==> src/rtl/ptmr_pkg.sv <==
package ptmr_pkg;

   typedef enum logic [1:0] {
      REG_CTRL   = 2'd0,
      REG_COUNT  = 2'd1,
      REG_PERIOD = 2'd2,
      REG_NONE   = 2'd3
   } reg_sel_e;

   // Clamp a prescale select code to the last implemented stage.
   function automatic int clamp_stage(input int code, input int stages);
      return (code >= stages - 1) ? stages - 1 : code;
   endfunction

endpackage

==> src/rtl/ptmr_prescale.sv <==
module ptmr_prescale #(
   parameter int STEP_LOG = 2,
   parameter int STAGES   = 3,
   parameter int SEL_W    = 2
) (
   input  logic             clk,
   input  logic             rst_n,
   input  logic             clr,
   input  logic             adv,
   input  logic [SEL_W-1:0] sel,
   output logic             fire
);
   import ptmr_pkg::*;

   localparam int CW = STEP_LOG * (STAGES - 1);

   generate
      if (STAGES < 1) begin : g_bad_stages
         $error("ptmr_prescale: STAGES must be at least 1");
      end
      if (STEP_LOG < 0) begin : g_bad_step
         $error("ptmr_prescale: STEP_LOG must not be negative");
      end

      if (CW == 0) begin : g_bypass
         logic unused_in;
         assign unused_in = ^{sel, clr, clk, rst_n};
         assign fire = adv;
      end else begin : g_div
         logic [CW-1:0] cnt_q;
         logic [CW-1:0] lim;

         always_comb begin
            int k;
            k   = clamp_stage(int'(sel), STAGES);
            lim = CW'((1 << (STEP_LOG * k)) - 1);
         end

         assign fire = adv && (cnt_q == lim);

         always_ff @(posedge clk or negedge rst_n) begin
            if (!rst_n) begin
               cnt_q <= '0;
            end else if (clr) begin
               cnt_q <= '0;
            end else if (adv) begin
               cnt_q <= fire ? '0 : cnt_q + 1'b1;
            end
         end

         AST_PRE_LIMIT: assert property (@(posedge clk) disable iff (!rst_n)
            cnt_q <= lim);
         AST_PRE_CLEAR: assert property (@(posedge clk) disable iff (!rst_n)
            clr |=> (cnt_q == '0));
      end
   endgenerate

endmodule

==> src/rtl/ptmr_count.sv <==
module ptmr_count #(
   parameter int W = 8
) (
   input  logic         clk,
   input  logic         rst_n,
   input  logic         load,
   input  logic [W-1:0] load_val,
   input  logic         step,
   input  logic [W-1:0] period,
   output logic [W-1:0] value,
   output logic         hit
);
   generate
      if (W < 2) begin : g_bad_w
         $error("ptmr_count: W must be at least 2");
      end
   endgenerate

   assign hit = step && !load && (value == period);

   always_ff @(posedge clk or negedge rst_n) begin
      if (!rst_n) begin
         value <= '0;
      end else if (load) begin
         value <= load_val;
      end else if (step) begin
         value <= (value == period) ? '0 : value + 1'b1;
      end
   end

   AST_MATCH_ZERO: assert property (@(posedge clk) disable iff (!rst_n)
      hit |=> (value == '0));
   AST_LOAD_WINS: assert property (@(posedge clk) disable iff (!rst_n)
      load |=> (value == $past(load_val)));

endmodule

==> src/rtl/ptmr_postscale.sv <==
module ptmr_postscale #(
   parameter int W = 4
) (
   input  logic         clk,
   input  logic         rst_n,
   input  logic         clr,
   input  logic         evt,
   input  logic [W-1:0] ratio_m1,
   output logic         done
);
   generate
      if (W < 1) begin : g_bad_w
         $error("ptmr_postscale: W must be at least 1");
      end
   endgenerate

   logic [W-1:0] cnt_q;

   assign done = evt && (cnt_q == ratio_m1);

   always_ff @(posedge clk or negedge rst_n) begin
      if (!rst_n) begin
         cnt_q <= '0;
      end else if (clr) begin
         cnt_q <= '0;
      end else if (evt) begin
         cnt_q <= done ? '0 : cnt_q + 1'b1;
      end
   end

   AST_POST_RANGE: assert property (@(posedge clk) disable iff (!rst_n)
      cnt_q <= ratio_m1);
   AST_POST_CLEAR: assert property (@(posedge clk) disable iff (!rst_n)
      clr |=> (cnt_q == '0));

endmodule

==> src/rtl/period_timer.sv <==
module period_timer #(
   parameter int DATA_W       = 8,
   parameter int CNT_W        = 8,
   parameter int POST_W       = 4,
   parameter int PRE_SEL_W    = 2,
   parameter int PRE_STEP_LOG = 2,
   parameter int PRE_STAGES   = 3
) (
   input  logic              clk,
   input  logic              rst_n,
   input  logic              tick,
   input  logic              wr_en,
   input  logic [1:0]        wr_addr,
   input  logic [DATA_W-1:0] wr_data,
   input  logic [1:0]        rd_addr,
   output logic [DATA_W-1:0] rd_data,
   input  logic              flag_clr,
   input  logic              irq_en,
   output logic              match_pulse,
   output logic              irq_flag,
   output logic              irq
);
   import ptmr_pkg::*;

   localparam int ON_BIT    = PRE_SEL_W;
   localparam int POST_LSB  = PRE_SEL_W + 1;
   localparam int CTRL_USED = POST_LSB + POST_W;

   generate
      if (CTRL_USED > DATA_W) begin : g_bad_ctrl
         $error("period_timer: control fields exceed DATA_W");
      end
      if (CNT_W > DATA_W) begin : g_bad_cnt
         $error("period_timer: CNT_W exceeds DATA_W");
      end
      if (CNT_W < DATA_W) begin : g_narrow
         logic unused_hi;
         assign unused_hi = ^wr_data[DATA_W-1:CNT_W];
      end
   endgenerate

   // control register fields
   logic [PRE_SEL_W-1:0] pre_q;
   logic                 on_q;
   logic [POST_W-1:0]    post_q;
   logic [CNT_W-1:0]     period_q;

   logic wr_ctrl, wr_cnt, wr_per;
   assign wr_ctrl = wr_en && (reg_sel_e'(wr_addr) == REG_CTRL);
   assign wr_cnt  = wr_en && (reg_sel_e'(wr_addr) == REG_COUNT);
   assign wr_per  = wr_en && (reg_sel_e'(wr_addr) == REG_PERIOD);

   logic clr_scalers;
   assign clr_scalers = wr_ctrl || wr_cnt;

   always_ff @(posedge clk or negedge rst_n) begin
      if (!rst_n) begin
         pre_q  <= '0;
         on_q   <= 1'b0;
         post_q <= '0;
      end else if (wr_ctrl) begin
         pre_q  <= wr_data[PRE_SEL_W-1:0];
         on_q   <= wr_data[ON_BIT];
         post_q <= wr_data[POST_LSB +: POST_W];
      end
   end

   always_ff @(posedge clk or negedge rst_n) begin
      if (!rst_n) begin
         period_q <= '1;
      end else if (wr_per) begin
         period_q <= wr_data[CNT_W-1:0];
      end
   end

   // datapath
   logic adv, step, hit, post_done;
   logic [CNT_W-1:0] count;

   assign adv = tick && on_q && !clr_scalers;

   ptmr_prescale #(
      .STEP_LOG(PRE_STEP_LOG),
      .STAGES  (PRE_STAGES),
      .SEL_W   (PRE_SEL_W)
   ) u_pre (
      .clk  (clk),
      .rst_n(rst_n),
      .clr  (clr_scalers),
      .adv  (adv),
      .sel  (pre_q),
      .fire (step)
   );

   ptmr_count #(.W(CNT_W)) u_cnt (
      .clk     (clk),
      .rst_n   (rst_n),
      .load    (wr_cnt),
      .load_val(wr_data[CNT_W-1:0]),
      .step    (step),
      .period  (period_q),
      .value   (count),
      .hit     (hit)
   );

   ptmr_postscale #(.W(POST_W)) u_post (
      .clk     (clk),
      .rst_n   (rst_n),
      .clr     (clr_scalers),
      .evt     (hit),
      .ratio_m1(post_q),
      .done    (post_done)
   );

   always_ff @(posedge clk or negedge rst_n) begin
      if (!rst_n) begin
         match_pulse <= 1'b0;
      end else begin
         match_pulse <= hit;
      end
   end

   always_ff @(posedge clk or negedge rst_n) begin
      if (!rst_n) begin
         irq_flag <= 1'b0;
      end else if (post_done) begin
         irq_flag <= 1'b1;
      end else if (flag_clr) begin
         irq_flag <= 1'b0;
      end
   end

   assign irq = irq_flag && irq_en;

   // read port
   always_comb begin
      rd_data = '0;
      unique case (reg_sel_e'(rd_addr))
         REG_CTRL:   rd_data = DATA_W'({post_q, on_q, pre_q});
         REG_COUNT:  rd_data = DATA_W'(count);
         REG_PERIOD: rd_data = DATA_W'(period_q);
         default:    rd_data = '0;
      endcase
   end

   AST_OFF_HOLD: assert property (@(posedge clk) disable iff (!rst_n)
      (!on_q && !wr_en) |=> ($stable(count) && !match_pulse));
   AST_FLAG_STICKY: assert property (@(posedge clk) disable iff (!rst_n)
      (irq_flag && !flag_clr) |=> irq_flag);
   AST_SET_BEATS_CLR: assert property (@(posedge clk) disable iff (!rst_n)
      post_done |=> irq_flag);
   AST_PULSE_FROM_HIT: assert property (@(posedge clk) disable iff (!rst_n)
      match_pulse |-> (count == '0 || $past(wr_cnt) || $past(adv)));

endmodule

==> config.mk <==
export PLATFORM = sky130hd
export DESIGN_NAME = period_timer
export DESIGN_NICKNAME = d
export VERILOG_FILES = /design/src/rtl/ptmr_pkg.sv /design/src/rtl/ptmr_prescale.sv /design/src/rtl/ptmr_count.sv /design/src/rtl/ptmr_postscale.sv /design/src/rtl/period_timer.sv
export SDC_FILE = /design/constraint.sdc
export NUM_CORES = 1
export LEC_CHECK = 0
export BUFFER_PORTS_ARGS = -buffer_cell sky130_fd_sc_hd__clkbuf_2
export CAP_MARGIN = 20
export CORE_MARGIN = 2
export CORE_UTILIZATION = 30
export DETAILED_ROUTE_END_ITERATION = 8
export PLACE_DENSITY = 0.47
export SYNTH_ARGS = -nofsm -noshare
export SYNTH_HDL_FRONTEND = slang
export SYNTH_SLANG_ARGS = --single-unit
export TNS_END_PERCENT = 1
==> constraint.sdc <==
create_clock -name clk -period 2 [get_ports clk]
set_clock_uncertainty 0.1 [all_clocks]
set_input_delay 0.6 -clock clk [delete_from_list [all_inputs] [get_ports clk]]
set_output_delay 0.6 -clock clk [all_outputs]
set_load 0.01 [all_outputs]
==> impl_results.md, run 1 <==
* Status: finished, violations left
* Failing checks: negative setup slack
* Initial antenna violation count at 0
* Min Clock Period, post-route at 2.03 ns
* Mapped Avg Cell Area at 10.1 um2
* Seq pwr share at between 40% and 50%
* Distinct cell type count after synthesis at 38
* Critical R2R Launch: pre_q[0]
* Max Cap Viol at 0
* Max-slew violation count at 0
* Worst-path maximum fanout at 8
* Core Footprint at roughly 0.0063 mm2
* Post-Route WL at just under 5000 um
* Pwr Density at roughly 860 mW/mm2
* Switch share at approximately a third
* CTS clk-pin slew, worst paths at about 0.080 ns
* Routability cong. at just over 0.8
* Num CTS Buffers at 5
* Pin count of the biggest net entering global routing at 34
* # IOs at 29
* Die width at around 84 um
* DR iter-0 viols at 75
* Post-route clock period utilization at 102%
* FF-to-FF setup slack at -0.03 ns
* Setup crit start kind: register
* H-tree depth at 2
* Peak Freq at approximately 0.5 GHz
* Final Hold Fails at 0
* Effective utilization at floorplan at a little under a third
* I/O Buffers at 28
* GRT Total Usage at approximately 14%
* Mapped Nets at 213
* CTS sink cnt at 33
* Critical R2R Capture: u_post.cnt_q[2]
* Required time worst endpoint at roughly 2.1 ns
* Routed len/inst at between 10 and 15 um
* Number of global-route vias before repair at between 1,500 and 2,000
* Crit path from: pre_q[0]
* Setup crit end kind: register
* DP HPWL at around 3600 um
* Tot Pwr at ~2200 uW
* Post-Syn Instances at 192
* Clock Path Buffers at 2
* Area Growth Syn to Fin at 32.5%
* Comb pwr share at a little over a third
* #FFs+latches synth at 33
* Critical path class: reg -> reg
* Final Setup Violations at 5
* RSZ-0062 raised after global routing: true
* Sw Pwr at roughly 730 uW
* Clock share of power at between 20% and 30%
* Drt pass-1 iters at 4
* Min-delay worst type: in -> async
* Antenna Nets Post-Route at 0
* First-pass GRT wire length at 8070 um
* Remaining global-route overflow at 0
* Layout net count at 275
* Remaining DRCs at 0
* Root Buffer: clkbuf_8
* Final setup margin at -0.0347 ns
* Leakage power at 0.00112 uW
* Worst EP arrival at between 2 and 2.5 ns
* Share of layout cells above drive strength 1 at about two fifths
* DIE AREA at around 0.0071 mm2
* CTS tree: built
* Yosys warnings at 0
* Via count at roughly 1,700
* Slew headroom at a little under three quarters
* Layout Utilization at 40.8%
* Standard-cell row count at 29
* Worst-Skew Late Latency at 0.29 ns
* N_diodes at 0
* Die H at 84.3 um
* Worst VDD drop at roughly 0.4 mV
* Sequential area share after synthesis at between 40% and 50%
* Mapped Area at between 0.0015 and 0.002 mm2
* Internal Power at 1460 uW
* Worst r2r path cells at 5
* Vias per cell at about 5.0
* Worst Tran Pin Value at 0.429 ns
[cell type report]
class,count,area [um2]
fillers,637,3710
multi-input cells,150,1120
flip-flops and latches,33,836
repair buffers,61,412
well taps,77,96.3
clock buffers,8,90.1
inverters,3,11.3
[layout by cell type, fill, tap and decap left out, types with 2 or more instances in the layout]
cell,netlist,layout
dfrtp_1,25,25
a31oi_1,7,7
inv_1,3,3
nand3b_1,2,2
nor3b_1,2,2
or4_4,0,2
mux2i_1,7,7
nor4_4,0,3
a21oi_2,0,3
nand4b_1,4,4
ha_1,3,3
or4_1,4,2
buf_2,0,8
clkbuf_2,0,19
clkbuf_8,0,6
nor2b_1,2,2
o21ai_1,4,13
nor2_1,9,9
and3_1,3,3
nand3_1,5,5
xnor2_1,2,2
buf_4,0,32
o21ai_0,15,6
nand2_2,0,2
dfstp_2,8,8
a32oi_1,2,2
nand2_1,22,21
a21oi_1,12,9
clkbuf_1,5,2
xor2_1,12,12
mux2_2,15,15
[logic make-up after synthesis]
family          after synthesis  synth area share, %
compound gates               47                 15.3
xor+xnor                     14                 6.34
fa+ha+maj                     3                 1.94
buf+inv                      10                 2.72
flops                        33                 43.2
mux                          22                 12.4
simple gates                 63                 18.2
[how the worst max path moves through the flow]
stage	endpoint	slack [ns]	depth (start not counted)
after floorplan	u_post.cnt_q[2]	-0.02	5
after global placement	u_post.cnt_q[3]	-0.06	5
after detailed placement	u_post.cnt_q[2]	-0.09	5
after CTS	u_post.cnt_q[0]	-0.10	5
after global routing	u_post.cnt_q[2]	-0.10	5
final	u_post.cnt_q[2]	-0.03	5
[synthesized netlist by cell type, drive strengths merged]
master | count | area share, %
a2111oi | 1 | 1.4
a21oi | 12 | 3.1
a22o | 1 | 0.45
a31oi | 7 | 2.3
a32oi | 2 | 0.91
and2 | 1 | 0.32
and3 | 4 | 1.4
buf | 2 | 1.2
clkbuf | 5 | 0.97
dfrtp | 25 | 32
dfstp | 8 | 11
ha | 3 | 1.9
inv | 3 | 0.58
mux2 | 15 | 8.7
mux2i | 7 | 3.6
nand2 | 22 | 4.3
nand3 | 5 | 1.3
nand3b | 2 | 0.78
nand4b | 4 | 1.8
nor2 | 9 | 1.7
nor2b | 3 | 1.1
nor3 | 1 | 0.26
nor3b | 2 | 0.78
nor4 | 4 | 1.9
o21a | 1 | 0.45
o21ai | 20 | 5.4
o2bb2a | 1 | 0.52
o31ai | 2 | 0.78
or2b | 1 | 0.39
or3 | 1 | 0.58
or4 | 4 | 1.6
xnor2 | 2 | 0.91
xor2 | 12 | 5.4
[metal layers]
layer	up-vias	wire length [um]	part of all wire, %	GRT usage, %
met5	-	0	0	0
met1	790	2480	51	21.4
li1	829	-	-	-
met3	6	167	3.4	3.24
met4	0	79	1.6	5.72
met2	33	2180	44	20.1
[critical path: stages, from the launching register on]
cell	delay (ns)
dfrtp_1	0.38
or3_4	0.39
a2111oi_4	0.40
o21ai_4	0.12
or4_1	0.40
a21oi_1	0.16
[power groups by stage]
| stage | combinational, uW | sequential (uW) | clock [uW] |
|---|---|---|---|
| final | 775 | 893 | 529 |
| after global routing | 858 | 909 | 566 |
| after CTS | 731 | 893 | 547 |
| after detailed placement | 715 | 905 | 0 |
| after global placement | 717 | 906 | 0 |
| after floorplan | 388 | 917 | 0 |
[through the flow]
stage	instance area (um2)	hold slack, ns	setup slack (ns)	setup TNS, ns	cells
after floorplan	1940	0.204	-0.0230	-0.0560	192
after global placement	2370	0.417	-0.0599	-0.462	322
after detailed placement	2370	0.428	-0.0868	-0.541	322
after CTS	2490	0.244	-0.102	-0.596	330
after global routing	2560	0.271	-0.104	-1.28	332
final	2560	0.226	-0.0347	-0.118	332
[state kept, by name (all words and copies together) (netlist names)]
| name | count |
|---|---|
| u_post.cnt_q | 4 |
| irq_flag | 1 |
| u_pre.g_div.cnt_q | 4 |
| period_q | 8 |
| pre_q | 2 |
| u_cnt.value | 8 |
| on_q | 1 |
| match_pulse | 1 |
| post_q | 4 |
[what timing repair did]
item	in CTS	in global routing
pin swaps	14	13
setup endpoints to repair	12	22
hold buffers	0	0
gates cloned	0	1
setup buffers	0	1
resized for setup	11	22
Power figures use the tool's default switching activity.
==> run 2, diff against run 1 <==
- ABC_AREA: default -> 1
- CORE_UTILIZATION: 30 -> 25
- PLACE_DENSITY: 0.47 -> 0.4
==> run 2 against run 1 <==
The flow still finishes with violations (negative setup slack). Hold slack improved by 0.011 ns. Sequential share of layout area decreased by 0.69 points. Die area is 33% higher. Maximum frequency is 1.0% higher. Power increased by 1.5%. Area after synthesis grew 12%. Utilization shrank 10 points. Non-clock buffer count is 25 lower. Clock-buffer cell count decreased by 3. Synthesized cell count increased by 42%. Largest power group unchanged.
==> impl_results.md, run 2 <==
* Via count at around 1,800
* Layout net count at 332
* EDFF count, synth at 0
* Initial antenna violation count at 0
* Final Setup Violations at 1
* Failing checks: negative setup slack
* Largest cells by area after synthesis: dfrtp_1 (29%), nand2_1 (13%), dfstp_2 (9.7%), inv_1 (6.2%), nand3_1 (5.8%)
* Clock Path Buffers at 2
* Mapped Area at between 0.002 and 0.0025 mm2
* H-tree depth at 2
* Dpl ws at -0.180 ns
* Core Footprint at 0.00859 mm2
* Worst-Skew Late Latency at ~0.29 ns
* Count leader, synth: nand2_1
* Sequential area share after synthesis at between 30% and 40%
* Worst-path maximum fanout at 7
* Antenna Nets Post-Route at 0
* Number of global-route vias before repair at between 1,500 and 2,000
* First-pass GRT wire length at ~9000 um
* DP HPWL at around 4200 um
* Effective utilization at floorplan at 25.3%
* Area Growth Syn to Fin at 20.4%
* Root Buffer: clkbuf_8
* Final setup margin at -0.0143 ns
* Min Clock Period, post-route at slightly above 2 ns
* CP Cell Sequence: clkbuf_8, nor2_1, buf_4, nand2_2, o211ai_1, buf_2
* I/O Buffers at 28
* Commonest non-fill, non-tap cells in the layout: nand2_1 (76), inv_1 (33), dfrtp_1 (25)
* Standard-cell row count at 34
* Top cells by count, synth: nand2_1 (78), inv_1 (36), dfrtp_1 (25), nand3_1 (25), o21ai_0 (18)
* N_diodes at 0
* Met3 Wirelength at between 150 and 200 um
* Slew headroom at between 60% and 70%
* Leakage power at between 0.001 and 0.0015 uW
* Top_reg_cell synth: dfrtp_1
* CTS sink cnt at 33
* Pwr Density at 851 mW/mm2
* GRT Total Usage at between 10% and 20%
* Peak Freq at 0.496 GHz
* Die width at just under 100 um
* Max-slew violation count at 0
* Min-delay worst type: in -> async
* # IOs at 29
* #FFs+latches synth at 33
* Post-Syn Instances at 272
* M1 WL at about 2800 um
* Highest routed metal layer: met4
* Routability cong. at approximately 0.79
* Cts-stage hold buffer count at 0
* Num CTS Buffers at 5
* Yosys top cell area share at around 29%
* Post-route clock period utilization at 101%
* Pin count of the biggest net entering global routing at 34
* Distinct cell type count after synthesis at 33
* Mapped Nets at between 200 and 300
* Post-synth top area cell: dfrtp_1
* Drt pass-1 iters at 4
* Crit-path max cell delay at between 0.15 and 0.2 ns
* Status: finished, violations left
* WL met2 at roughly 2500 um
* Final Hold Fails at 0
* Die H at between 90 and 100 um
* CTS tree: built
* Ys async rst share at 100%
* Setup crit end kind: primary output
* Worst EP arrival at between 1 and 1.5 ns
* Remaining global-route overflow at 0
* Final setup TNS at -0.0143 ns
* DIE AREA at between 0.009 and 0.01 mm2
* Most common cell after layout, fill and taps aside: nand2_1
* Slowest CP cell: buf_2
* DR iter-0 viols at 65
* Vias per cell at about 4.4
* Setup crit start kind: primary input
* Remaining DRCs at 0
* Share of layout cells above drive strength 1 at about 29%
* CTS clk-pin slew, worst paths at 0.08 ns
* Critical path class: in -> out
* Post-Route WL at between 5000 and 6000 um
* Top flop regs: period_q (8), u_cnt.value (8)
* Routed len/inst at 13.1 um
* Required time worst endpoint at ~1.3 ns
* Yosys warnings at 0
* RSZ-0062 raised after global routing: true
* Worst VDD drop at about 0.22 mV
* Max Cap Viol at 0
* Worst Tran Pin Value at between 0.4 and 0.5 ns
* Mapped Avg Cell Area at 8.00 um2
==> run 2: cell types whose count changed after synthesis, moves of 9 or more <==
| cell | delta |
|---|---|
| nand2_1 | +56 |
| mux2_2 | -14 |
| inv_1 | +33 |
| nand3_1 | +20 |
| a21oi_1 | -9 |
| nand4_1 | +10 |
==> run 2: worst max-delay path: cells and delay by family <==
kind	cells	cell delay (ns)
AOI/OAI and AO/OA	1	0.11
buffers and inverters	3	0.45
and+or+nand+nor	2	0.14
==> run 2: layer usage <==
layer	vias up	track usage, %
met3	7	2.88
li1	957	-
met2	28	19.0
met5	-	0
met1	845	16.9
met4	0	3.85
==> run 2: where the power goes <==
group | switching, uW | total, uW | internal [uW]
combinational | 435 | 732 | 297
clock | 284 | 525 | 241
sequential | 168 | 973 | 806
==> run 2: stage by stage <==
stage	util [%]	cell area [um2]	hold WS (ns)	instances	total power (uW)
after floorplan	-	2180	0.204	272	1510
after global placement	28.9	2480	0.387	412	1710
after detailed placement	28.9	2480	0.393	412	1710
after CTS	30.4	2610	0.256	420	2260
after global routing	30.5	2620	0.281	420	2400
final	30.5	2620	0.237	420	2230
==> run 2: cell type report <==
cell class | instances | area (um2)
fillers | 982 | 5970
well taps | 108 | 135
clock buffers | 5 | 68.8
inverters | 41 | 159
multi-input cells | 194 | 1190
clock inverters | 3 | 17.5
flip-flops and latches | 33 | 836
repair buffers | 36 | 209
==> run 2: logic make-up (layout without fill, tap and decap cells) <==
| group | Yosys count | count (layout) | synth area share [%] |
|---|---|---|---|
| compound gates | 29 | 29 | 7.94 |
| xor+xnor | 14 | 14 | 6.33 |
| fa+ha+maj | 3 | 3 | 1.73 |
| buf+inv | 45 | 85 | 8.40 |
| flops | 33 | 33 | 38.4 |
| mux | 1 | 1 | 0.518 |
| simple gates | 147 | 147 | 36.7 |
==> run 2: worst paths after layout <==
| path | start | endpoint | slack (ns) | cells past startpoint |
|---|---|---|---|---|
| worst max-delay path | rd_addr[1] | rd_data[4] | -0.01 | 6 |
| worst min-delay path | rst_n | u_post.cnt_q[0] | 0.24 | 2 |
| worst max register to register | period_q[7] | u_post.cnt_q[0] | 0.47 | 7 |
| worst min register to register | period_q[5] | period_q[5] | 0.40 | 2 |
| max in group asynchronous | rst_n | period_q[2] | 1.21 | 2 |
| min in group clk | flag_clr | irq_flag | 0.38 | 2 |
==> run 2: timing repair <==
| action | in CTS | in global routing |
|---|---|---|
| buffers inserted | 0 | 0 |
| pin swaps | 3 | 1 |
| endpoints found under the setup margin | 8 | 8 |
| resized for setup | 13 | 9 |
